**config.mk**
```make
export PLATFORM = sky130hd
export DESIGN_NAME = bank_cmd_seq
export DESIGN_NICKNAME = d
export VERILOG_FILES = /design/src/rtl/bcs_pkg.sv /design/src/rtl/bcs_refresh_timer.sv /design/src/rtl/bcs_act_spacer.sv /design/src/rtl/bcs_sequencer.sv /design/src/rtl/bank_cmd_seq.sv
export SDC_FILE = /design/constraint.sdc
export NUM_CORES = 1
export LEC_CHECK = 0
export CAP_MARGIN = 15
export CORE_ASPECT_RATIO = 1.2
export CORE_UTILIZATION = 61
export CTS_CLUSTER_SIZE = 12
export DETAILED_ROUTE_END_ITERATION = 8
export PLACE_DENSITY = 0.95
export REMOVE_ABC_BUFFERS = 1
export SETUP_SLACK_MARGIN = 0.15
export SLEW_MARGIN = 20
export SYNTH_ARGS = -nofsm -noshare
export SYNTH_HDL_FRONTEND = slang
export SYNTH_SLANG_ARGS = --single-unit
```
**constraint.sdc**
```tcl
create_clock -name clk -period 9.45 [get_ports clk]
set_clock_uncertainty 0.2 [all_clocks]
set_input_delay 1.89 -clock clk [delete_from_list [all_inputs] [get_ports clk]]
set_output_delay 1.89 -clock clk [all_outputs]
set_load 0.02 [all_outputs]
```
**src/rtl/bcs_pkg.sv**
```systemverilog
package bcs_pkg;

  typedef enum logic [2:0] {
    CMD_NOP = 3'd0,
    CMD_ACT = 3'd1,
    CMD_RD  = 3'd2,
    CMD_WR  = 3'd3,
    CMD_PRE = 3'd4,
    CMD_REF = 3'd5,
    CMD_SRE = 3'd6,
    CMD_SRX = 3'd7
  } bcs_cmd_e;

  // Minimum number of cycles from a command to the next command.
  function automatic int unsigned gap_cycles(bcs_cmd_e c, int unsigned t_rcd,
                                             int unsigned t_rp, int unsigned t_rfc,
                                             int unsigned t_xs);
    int unsigned g;
    case (c)
      CMD_ACT: g = t_rcd;
      CMD_PRE: g = t_rp;
      CMD_REF: g = t_rfc;
      CMD_SRX: g = t_xs;
      default: g = 1;
    endcase
    if (g == 0) g = 1;
    return g;
  endfunction

  function automatic logic is_column(bcs_cmd_e c);
    return (c == CMD_RD) || (c == CMD_WR);
  endfunction

endpackage

```
**src/rtl/bcs_refresh_timer.sv**
```systemverilog
module bcs_refresh_timer #(
  parameter int REF_INTERVAL = 6240,
  parameter int ROW_W        = 14
) (
  input  logic             clk,
  input  logic             rst_n,
  input  logic             hold,
  input  logic             ack,
  output logic             due,
  output logic [ROW_W-1:0] ref_row
);
  localparam int CNT_W = (REF_INTERVAL > 1) ? $clog2(REF_INTERVAL) : 1;
  localparam logic [CNT_W-1:0] CNT_LAST = CNT_W'(REF_INTERVAL - 1);

  logic [CNT_W-1:0] cnt_q;
  logic             due_q;
  logic [ROW_W-1:0] row_q;

  always_ff @(posedge clk) begin
    if (!rst_n) begin
      cnt_q <= '0;
      due_q <= 1'b0;
      row_q <= '0;
    end else begin
      if (ack) row_q <= row_q + 1'b1;
      if (hold) begin
        cnt_q <= '0;
        due_q <= 1'b0;
      end else if (cnt_q == CNT_LAST) begin
        cnt_q <= '0;
        due_q <= 1'b1;
      end else begin
        cnt_q <= cnt_q + 1'b1;
        if (ack) due_q <= 1'b0;
      end
    end
  end

  assign due     = due_q;
  assign ref_row = row_q;

  AST_REF_ROW_STEP: assert property (@(posedge clk) disable iff (!rst_n)
    ack |=> (ref_row == $past(ref_row) + 1'b1));
  AST_REF_ONLY_WHEN_DUE: assert property (@(posedge clk) disable iff (!rst_n)
    ack |-> due);
endmodule

```
**src/rtl/bcs_act_spacer.sv**
```systemverilog
module bcs_act_spacer #(
  parameter int T_RC = 39
) (
  input  logic clk,
  input  logic rst_n,
  input  logic act_fire,
  output logic act_ok
);
  localparam int SP_W = $clog2(T_RC + 1);
  localparam logic [SP_W-1:0] SP_LOAD = SP_W'((T_RC > 0) ? T_RC - 1 : 0);

  logic [SP_W-1:0] left_q;

  always_ff @(posedge clk) begin
    if (!rst_n)                left_q <= '0;
    else if (act_fire)         left_q <= SP_LOAD;
    else if (left_q != '0)     left_q <= left_q - 1'b1;
  end

  assign act_ok = (left_q == '0);

  AST_ACT_SPACING: assert property (@(posedge clk) disable iff (!rst_n)
    act_fire |-> act_ok);
endmodule

```
**src/rtl/bcs_sequencer.sv**
```systemverilog
module bcs_sequencer
  import bcs_pkg::*;
#(
  parameter int ROW_W  = 14,
  parameter int COL_W  = 10,
  parameter int ADDR_W = 14,
  parameter int T_RCD  = 11,
  parameter int T_RP   = 11,
  parameter int T_RFC  = 208,
  parameter int T_XS   = 216
) (
  input  logic              clk,
  input  logic              rst_n,
  input  logic              close_page,
  input  logic              req_valid,
  input  logic              req_write,
  input  logic [ROW_W-1:0]  req_row,
  input  logic [COL_W-1:0]  req_col,
  input  logic              sr_req,
  input  logic              ref_due,
  input  logic [ROW_W-1:0]  ref_row,
  input  logic              act_ok,
  output logic              req_ready,
  output logic              act_fire,
  output logic              ref_fire,
  output logic              sr_active,
  output logic [2:0]        cmd_o,
  output logic [ADDR_W-1:0] addr_o
);
  localparam int WAIT_W = $clog2(T_RCD + T_RP + T_RFC + T_XS + 2);

  typedef enum logic {ST_RUN, ST_SR} seq_st_e;

  seq_st_e          st_q;
  logic [WAIT_W-1:0] wait_q;
  logic             open_q;
  logic [ROW_W-1:0] open_row_q;
  logic             have_q;
  logic             rq_wr_q;
  logic [ROW_W-1:0] rq_row_q;
  logic [COL_W-1:0] rq_col_q;
  bcs_cmd_e         cmd_q;
  logic [ADDR_W-1:0] addr_q;

  bcs_cmd_e          dec;
  logic [ADDR_W-1:0] dec_addr;
  logic              take_req;
  logic              enter_sr;
  logic              leave_sr;
  logic              accept;
  logic              row_hit;

  assign row_hit   = open_q && (open_row_q == rq_row_q);
  assign req_ready = (st_q == ST_RUN) && !have_q && !ref_due && !sr_req;
  assign accept    = req_ready && req_valid;

  always_comb begin
    dec      = CMD_NOP;
    dec_addr = '0;
    take_req = 1'b0;
    enter_sr = 1'b0;
    leave_sr = 1'b0;
    if (wait_q == '0) begin
      if (st_q == ST_SR) begin
        if (!sr_req) begin
          dec      = CMD_SRX;
          leave_sr = 1'b1;
        end
      end else if (close_page && open_q && !have_q) begin
        dec = CMD_PRE;
      end else if (ref_due) begin
        if (open_q) dec = CMD_PRE;
        else begin
          dec      = CMD_REF;
          dec_addr = ADDR_W'(ref_row);
        end
      end else if (sr_req) begin
        if (open_q) dec = CMD_PRE;
        else begin
          dec      = CMD_SRE;
          enter_sr = 1'b1;
        end
      end else if (have_q) begin
        if (row_hit) begin
          dec      = rq_wr_q ? CMD_WR : CMD_RD;
          dec_addr = ADDR_W'(rq_col_q);
          take_req = 1'b1;
        end else if (open_q) begin
          dec = CMD_PRE;
        end else if (act_ok) begin
          dec      = CMD_ACT;
          dec_addr = ADDR_W'(rq_row_q);
        end
      end
    end
  end

  assign act_fire = (dec == CMD_ACT);
  assign ref_fire = (dec == CMD_REF);

  always_ff @(posedge clk) begin
    if (!rst_n) begin
      st_q       <= ST_RUN;
      wait_q     <= '0;
      open_q     <= 1'b0;
      open_row_q <= '0;
      have_q     <= 1'b0;
      rq_wr_q    <= 1'b0;
      rq_row_q   <= '0;
      rq_col_q   <= '0;
      cmd_q      <= CMD_NOP;
      addr_q     <= '0;
    end else begin
      cmd_q  <= dec;
      addr_q <= dec_addr;
      if (dec != CMD_NOP)
        wait_q <= WAIT_W'(gap_cycles(dec, T_RCD, T_RP, T_RFC, T_XS) - 1);
      else if (wait_q != '0)
        wait_q <= wait_q - 1'b1;
      if (enter_sr) st_q <= ST_SR;
      else if (leave_sr) st_q <= ST_RUN;
      if (dec == CMD_ACT) begin
        open_q     <= 1'b1;
        open_row_q <= rq_row_q;
      end else if (dec == CMD_PRE) begin
        open_q <= 1'b0;
      end
      if (accept) begin
        have_q   <= 1'b1;
        rq_wr_q  <= req_write;
        rq_row_q <= req_row;
        rq_col_q <= req_col;
      end else if (take_req) begin
        have_q <= 1'b0;
      end
    end
  end

  assign sr_active = (st_q == ST_SR);
  assign cmd_o     = cmd_q;
  assign addr_o    = addr_q;

  AST_COL_AFTER_ACT: assert property (@(posedge clk) disable iff (!rst_n)
    is_column(cmd_q) |-> open_q);
  AST_ACT_ON_CLOSED: assert property (@(posedge clk) disable iff (!rst_n)
    (cmd_q == CMD_ACT) |-> $past(!open_q));
endmodule

```
**src/rtl/bank_cmd_seq.sv**
```systemverilog
module bank_cmd_seq
  import bcs_pkg::*;
#(
  parameter int ROW_W        = 14,
  parameter int COL_W        = 10,
  parameter int T_RC         = 39,
  parameter int T_RCD        = 11,
  parameter int T_RP         = 11,
  parameter int T_RFC        = 208,
  parameter int T_XS         = 216,
  parameter int REF_INTERVAL = 6240,
  parameter int ADDR_W       = (ROW_W > COL_W) ? ROW_W : COL_W
) (
  input  logic              clk,
  input  logic              rst_n,
  input  logic              close_page,
  input  logic              req_valid,
  output logic              req_ready,
  input  logic              req_write,
  input  logic [ROW_W-1:0]  req_row,
  input  logic [COL_W-1:0]  req_col,
  input  logic              sr_req,
  output logic              sr_active,
  output logic [2:0]        cmd_o,
  output logic [ADDR_W-1:0] addr_o
);
  logic             ref_due;
  logic [ROW_W-1:0] ref_row;
  logic             act_ok;
  logic             act_fire;
  logic             ref_fire;

  bcs_refresh_timer #(.REF_INTERVAL(REF_INTERVAL), .ROW_W(ROW_W)) u_timer (
    .clk(clk), .rst_n(rst_n), .hold(sr_active), .ack(ref_fire),
    .due(ref_due), .ref_row(ref_row)
  );

  bcs_act_spacer #(.T_RC(T_RC)) u_spacer (
    .clk(clk), .rst_n(rst_n), .act_fire(act_fire), .act_ok(act_ok)
  );

  bcs_sequencer #(
    .ROW_W(ROW_W), .COL_W(COL_W), .ADDR_W(ADDR_W),
    .T_RCD(T_RCD), .T_RP(T_RP), .T_RFC(T_RFC), .T_XS(T_XS)
  ) u_seq (
    .clk(clk), .rst_n(rst_n), .close_page(close_page),
    .req_valid(req_valid), .req_write(req_write), .req_row(req_row), .req_col(req_col),
    .sr_req(sr_req), .ref_due(ref_due), .ref_row(ref_row), .act_ok(act_ok),
    .req_ready(req_ready), .act_fire(act_fire), .ref_fire(ref_fire),
    .sr_active(sr_active), .cmd_o(cmd_o), .addr_o(addr_o)
  );

  AST_CLOSE_FOLLOWS: assert property (@(posedge clk) disable iff (!rst_n)
    (((cmd_o == CMD_RD) || (cmd_o == CMD_WR)) && close_page) |=> (cmd_o == CMD_PRE));
  AST_SR_QUIET: assert property (@(posedge clk) disable iff (!rst_n)
    sr_active |-> ((cmd_o == CMD_NOP) || (cmd_o == CMD_SRE)));
  AST_XS_QUIET: assert property (@(posedge clk) disable iff (!rst_n)
    (cmd_o == CMD_SRX) |=> (cmd_o == CMD_NOP));
endmodule

```
==> out/results.ini, run 1 <==
[global_routing]
first_global_vias=3890
grt_first_pass_wirelength_mm=17.3
gr-usage-all-layers=0.282
grt_use_met2=0.485
grt.met1_usage=0.326
grt_start_max_net_pins=70
grt.overflow.total=0
antenna_found_initial=0
gr-usage-met3=0.0406
globalRoute.busiestLayer=met2

[route]
antenna_left=0
route.vias.total=3931
detailedRoute.firstPassIterationCount=5
total_wirelength_of_the_detailed_routed_design_mm=10.0
detailedRoute.firstIterationViolations=301
drt-vias-per-instance=5.94
detail_route.drc_violations=0
drt-wirelength-per-cell_um=15.2

[timing]
hold_viol=0
slew_at_the_pin_closest_to_its_max_slew_limit_ns=1.08
slew_headroom=0.276
min_period_ns=5.60
final.hold.worst_slack_ns=0.268
fin_crit_sh=0.592
setup_total_negative_slack_ns=0
final_max_slew_viol_count=0
grt_setup_unrepaired=false
final-setup-viol-count=0
achievable-frequency_mhz=179

[place]
post_dp_hpwl_mm=6.68
gpl.final_weighted_congestion=0.900
place.port_buffers=48

[die]
floorplan.io_pins=49
std_cell_rows=34
fp.coreArea_sq_um=7230
initial_core_util=0.631
floorplan.die.height_um=96.8
die_area_sq_um=7840
die_width_um=81.0

[critical_path]
setup.worst_path.end_class=output pin
required_ns=7.36
worstSetupPathType=in -> out
critical_path_arrival_ns=3.51
r2r_cells=11
worst_setup_path_start_kind=input pin
path_max_fanout=9

[clocking]
clock-root-buffer=sky130_fd_sc_hd__clkbuf_8
clock-sinks=102
post_cts_hold_buffer_count=0
worstSkewPairLatency_ns=0.38
post-cts-setup-buffers=0
tritoncts.num_buffers=9
tritoncts=built
cts_buffer_depth=2
h-tree-depth=3
register_clock_pin_slew_on_the_reported_worst_setup_and_hold_paths_ns=0.11
cts.repair.resized=0

[synthesis]
syn-cell-area_sq_um=4570
seq_area_frac_synth=0.447
avgSynthCellArea_sq_um=8.62
synth_edf_count=0
synth.area.top_cells=sky130_fd_sc_hd__dfxtp_1 (45%), sky130_fd_sc_hd__nand2_1 (9.4%), sky130_fd_sc_hd__a21boi_0 (7.9%)
most_used_flip_flop_cell_after_synthesis=sky130_fd_sc_hd__dfxtp_1
yosysWarningCount=0
yosys.area.top_type_share=0.447
synth_seq_cells=102
netlist.top_cell.by_area=sky130_fd_sc_hd__dfxtp_1
synth_cells=530
share_of_flip_flops_with_an_asynchronous_set_or_reset=0
post_synth_num_cell_types=59

[power]
clkPwrFrac=0.231
power.sequential.fraction=0.454
power.ir.vdd_worst_mv=0.151
power.share.switching=0.361
internal_power_uw=732
power_switching_uw=414
power_density_nw_per_um2=218
pwr-share-comb=0.316
power_leakage_nw=1.80

[run_status]
outcome=completed

[cells_and_area]
antennaDiodeCount=0
area.growth.synth_to_final_pct=15.3
fin_nets=602
final_common_cell=sky130_fd_sc_hd__nand2_1
layout.cells.most_common_list=sky130_fd_sc_hd__nand2_1 (114), sky130_fd_sc_hd__dfxtp_1 (102), sky130_fd_sc_hd__a21boi_0 (48), sky130_fd_sc_hd__clkdlybuf4s50_1 (48), sky130_fd_sc_hd__nor2_1 (33)
fillers=550
drive_above_1_share=0.0612

[hold_path]
cell_depth_of_the_worst_hold_path=2
worst_hold_check_path_type=reg -> reg

[job]
drv_cap=0

-- critical path, cell delays in order --
cell and delay [ns]:
sky130_fd_sc_hd__clkdlybuf4s50_1 0.56, sky130_fd_sc_hd__nor4_1 0.37, sky130_fd_sc_hd__clkdlybuf4s50_1 0.68
-- state kept, by name (all words and copies together), names as in the netlist, 3 cells and up --
register          flops
u_spacer.left_q       6
u_timer.cnt_q        13
u_timer.ref_row      14
u_seq.addr_o         14
u_seq.rq_row_q       14
u_seq.cmd_o           3
u_seq.rq_col_q       10
u_seq.open_row_q     14
u_seq.wait_q          9
-- stage by stage --
step           area, sq um  cells  worst slack [ns]  total power [mW]  utilization
2_1_floorplan         4460    506              4.73             0.787            -
3_3_place_gp          5070    646              3.94             0.865        0.701
3_5_place_dp          5070    646              3.83             0.885        0.701
4_1_cts               5260    662              3.86              1.15        0.728
5_1_grt               5260    662              3.72              1.22        0.728
6_report              5260    662              3.85              1.15        0.728
-- final timing paths --
path,from,endpoint,slack [ns]
min reg2reg,u_seq.rq_col_q[9]$_SDFFE_PN0P_,u_seq.addr_o[9]$_SDFF_PP0_,0.27
min,u_seq.rq_col_q[9]$_SDFFE_PN0P_,u_seq.addr_o[9]$_SDFF_PP0_,0.27
max,sr_req,req_ready,3.85
max reg2reg,u_spacer.left_q[0]$_SDFFE_PP0P_,u_seq.wait_q[6]$_SDFFE_PN0P_,5.80
-- power by group through the flow --
stage	logic, mW	registers [mW]	clock network [mW]
after global routing	0.407	0.526	0.284
final	0.362	0.520	0.264
after global placement	0.340	0.525	0
after detailed placement	0.358	0.527	0
after floorplan	0.266	0.521	0
after CTS	0.360	0.518	0.269
-- cell type report --
| class | count | area (sq um) | area share |
|---|---|---|---|
| Clock buffer | 9 | 124 | 0.0235 |
| Sequential cell | 102 | 2040 | 0.388 |
| Multi-Input combinational cell | 399 | 2400 | 0.457 |
| Timing Repair Buffer | 50 | 495 | 0.0941 |
| Tap cell | 90 | 113 | 0.0214 |
| Clock inverter | 7 | 66.3 | 0.0126 |
| Inverter | 5 | 18.8 | 0.00357 |
-- metal layers --
metal  vias up  part of all wire
met1      1849              0.40
li1       1903                 -
met4         0             0.031
met3        30             0.054
met5         -                 0
met2       149              0.52
-- synthesized netlist by cell type, types with 12 or more instances --
cell type                  count
sky130_fd_sc_hd__xor2_1       12
sky130_fd_sc_hd__a21boi_0     48
sky130_fd_sc_hd__o21ai_0      13
sky130_fd_sc_hd__nand2_1     114
sky130_fd_sc_hd__dfxtp_1     102
sky130_fd_sc_hd__clkbuf_1     20
sky130_fd_sc_hd__nand3_1      14
sky130_fd_sc_hd__a21oi_1      19
sky130_fd_sc_hd__a22oi_1      14
sky130_fd_sc_hd__nor2_1       33
sky130_fd_sc_hd__and2_1       14
sky130_fd_sc_hd__xnor2_1      24
-- kinds of logic (layout without fill, tap and decap cells) --
kind of cell	after synthesis	count (layout)	share of synthesized area
and+or+nand+nor	237	237	0.254
xor gates and xnor gates	36	36	0.0690
DFF	102	102	0.447
adders and majority gates	5	5	0.0137
AOI/OAI and AO/OA	118	118	0.181
buffers and inverters	29	71	0.0282
muxes	3	3	0.00658
No activity file was read; power rests on OpenSTA's default activity.
==> inputs of run 2 (changes only) <==
--- a/config.mk
+++ b/config.mk
@@ -7,10 +7,10 @@
 export LEC_CHECK = 0
 export CAP_MARGIN = 15
 export CORE_ASPECT_RATIO = 1.2
-export CORE_UTILIZATION = 61
+export CORE_UTILIZATION = 56
 export CTS_CLUSTER_SIZE = 12
 export DETAILED_ROUTE_END_ITERATION = 8
-export PLACE_DENSITY = 0.95
+export PLACE_DENSITY = 0.91
 export REMOVE_ABC_BUFFERS = 1
 export SETUP_SLACK_MARGIN = 0.15
 export SLEW_MARGIN = 20
==> constraint.sdc (replaced) <==
create_clock -name clk -period 5.5 [get_ports clk]
set_clock_uncertainty 0.2 [all_clocks]
set_input_delay 1.1 -clock clk [delete_from_list [all_inputs] [get_ports clk]]
set_output_delay 1.1 -clock clk [all_outputs]
set_load 0.02 [all_outputs]
==> run 2 against run 1 <==
  * The flow now finishes with violations (design-rule violations)
  * Global-route usage shrank 2.7 points
  * Utilization shrank 5.0 points
  * Flip-flop and latch count is the same
  * Die area grew 8.7%
  * Register-to-register slack lost 3.8 ns
  * Hold slack lost 0.0055 ns
  * Worst setup slack lost 2.6 ns
  * Sequential share of layout area shrank 0.17 points
  * Critical path depth grew 9
  * Design area grew 0.43%
  * Non-clock buffer count grew 3
  * Combinational power grew 72%
  * Largest power group unchanged
==> out/results.ini, run 2 (same netlist as run 1, synthesis figures left out) <==
[clocking]
h-tree-depth=3
post-cts-setup-buffers=0
tritoncts.num_buffers=9
clock-root-buffer=sky130_fd_sc_hd__clkbuf_8
cts.repair.resized=0
tritoncts=built
clock-sinks=102
worstSkewPairLatency_ns=0.38
post_cts_hold_buffer_count=0
cts_buffer_depth=2
register_clock_pin_slew_on_the_reported_worst_setup_and_hold_paths_ns=0.11

[timing]
achievable-frequency_mhz=238
slew_headroom=0.275
final.hold.worst_slack_ns=0.262
setup_total_negative_slack_ns=0
slew_at_the_pin_closest_to_its_max_slew_limit_ns=1.09
min_period_ns=4.21
grt_setup_unrepaired=false
fin_crit_sh=0.765
final_max_slew_viol_count=0
final-setup-viol-count=0
hold_viol=0

[place]
place.port_buffers=48
post_dp_hpwl_mm=7.01
gpl.final_weighted_congestion=0.835

[critical_path]
critical-path-top-cell-by-count=sky130_fd_sc_hd__or3_1
worst_setup_path_start_kind=input pin
rr_endpoint=u_seq.wait_q[6]$_SDFFE_PN0P_
setup.worst_path.end_class=register
critical_path_arrival_ns=4.32
worst_reg2reg_path_startpoint=u_seq.rq_row_q[4]$_SDFFE_PN0P_
required_ns=5.61
path_max_fanout=9
crit_path_cell_trace=clkdlybuf4s50_1, and4bb_2, nand3_1, nor4_2, a21o_4, nand2_1, o311ai_0, ha_1, nand2b_1, or3_1, or3_1, a31oi_1
cpMaxStageDelayCell=sky130_fd_sc_hd__clkdlybuf4s50_1
ff2ff_setup_slack_ns=2.03
worstSetupPathType=in -> reg
max_stage_delay_ns=0.57
r2r_cells=11

[hold_path]
min_to=u_seq.addr_o[9]$_SDFF_PP0_
min-delay-start=u_seq.rq_col_q[9]$_SDFFE_PN0P_
worst_hold_check_path_type=reg -> reg
cell_depth_of_the_worst_hold_path=2

[route]
total_wirelength_of_the_detailed_routed_design_mm=10.1
met3WireLength_um=387
drt-wirelength-per-cell_um=15.2
detailedRoute.firstIterationViolations=221
antenna_left=0
detail_route.drc_violations=1
drt-vias-per-instance=5.77
met1_length_mm=4.29
route.vias.total=3851
route.top_layer_used=met4
wl_met2_mm=5.22
detailedRoute.firstPassIterationCount=7

[power]
power_density_nw_per_um2=373
power.share.switching=0.357
power.sequential.fraction=0.452
pwr-share-comb=0.316
internal_power_mw=1.27
power_switching_uw=705
power.ir.vdd_worst_mv=0.166
power_leakage_nw=1.82
clkPwrFrac=0.232
power_mw=1.97

[die]
die_width_um=84.4
fp.coreArea_sq_um=7790
std_cell_rows=35
floorplan.io_pins=49
die_area_sq_um=8520
floorplan.die.height_um=101
initial_core_util=0.586

[global_routing]
grt.overflow.total=0
antenna_found_initial=0
first_global_vias=3706
gr-usage-all-layers=0.254
grt_first_pass_wirelength_mm=17.2
grt_start_max_net_pins=41

[cells_and_area]
antennaDiodeCount=0
fillers=653
layout.cells.most_common_list=sky130_fd_sc_hd__nand2_1 (114), sky130_fd_sc_hd__dfxtp_1 (102), sky130_fd_sc_hd__a21boi_0 (48), sky130_fd_sc_hd__clkdlybuf4s50_1 (48), sky130_fd_sc_hd__nor2_1 (33)
area.growth.synth_to_final_pct=15.8
fin_nets=605
drive_above_1_share=0.0643
final_common_cell=sky130_fd_sc_hd__nand2_1

[job]
drv_cap=0

[run_status]
failed_checks=design-rule violations
outcome=complete, but fails checks

-- run 2: cell types whose count changed in the layout (fill, tap and decap cells not counted), sizes merged --
cell and change:
clkbuf +1, buf +3, clkinv +1, clkinvlp -2
-- run 2: layout make-up --
| cell class | instances | area [sq um] | area share |
|---|---|---|---|
| Clock inverter | 6 | 52.6 | 0.00994 |
| Inverter | 5 | 18.8 | 0.00355 |
| Sequential cell | 102 | 2040 | 0.386 |
| Clock buffer | 10 | 138 | 0.0260 |
| Multi-Input combinational cell | 399 | 2400 | 0.454 |
| Timing Repair Buffer | 53 | 518 | 0.0980 |
| Tap cell | 92 | 115 | 0.0218 |
-- run 2: routing by layer --
metal,vias to the layer above,global-route usage
li1,1910,-
met1,1824,0.299
met2,95,0.460
met3,22,0.0344
met4,0,0.121
met5,-,0
-- run 2: power by group through the flow --
stage	combinational [mW]	clock [mW]	sequential, mW
detailed placement	0.616	0	0.907
global route	0.697	0.489	0.905
floorplan	0.456	0	0.895
CTS	0.622	0.461	0.891
global placement	0.597	0	0.905
finish	0.623	0.458	0.893
-- run 2: worst max-delay path by stage --
stage          slack (ns)   start                      endpoint  depth (start not counted)
6_report             1.29  sr_req  u_seq.wait_q[6]$_SDFFE_PN0P_                         12
5_1_grt              1.08  sr_req  u_seq.wait_q[6]$_SDFFE_PN0P_                         12
4_1_cts              1.33  sr_req  u_seq.wait_q[6]$_SDFFE_PN0P_                         12
3_5_place_dp         0.99  sr_req  u_seq.wait_q[6]$_SDFFE_PN0P_                         12
3_3_place_gp         1.12  sr_req  u_seq.wait_q[6]$_SDFFE_PN0P_                         12
2_1_floorplan        1.79  sr_req  u_seq.wait_q[6]$_SDFFE_PN0P_                         11
-- run 2: metrics by stage --
stage,worst slack [ns],instances,util,area (sq um)
CTS,1.33,667,0.678,5290
floorplan,1.79,506,-,4460
detailed placement,0.992,651,0.654,5100
global route,1.08,667,0.678,5290
global placement,1.12,651,0.654,5100
finish,1.29,667,0.678,5290
-- run 2: critical path: cells and delay by family --
family	cells	cell delay (ns)
fa+ha+maj	1	0.27
compound gates	3	0.56
buf+inv	1	0.57
simple gates	7	1.81
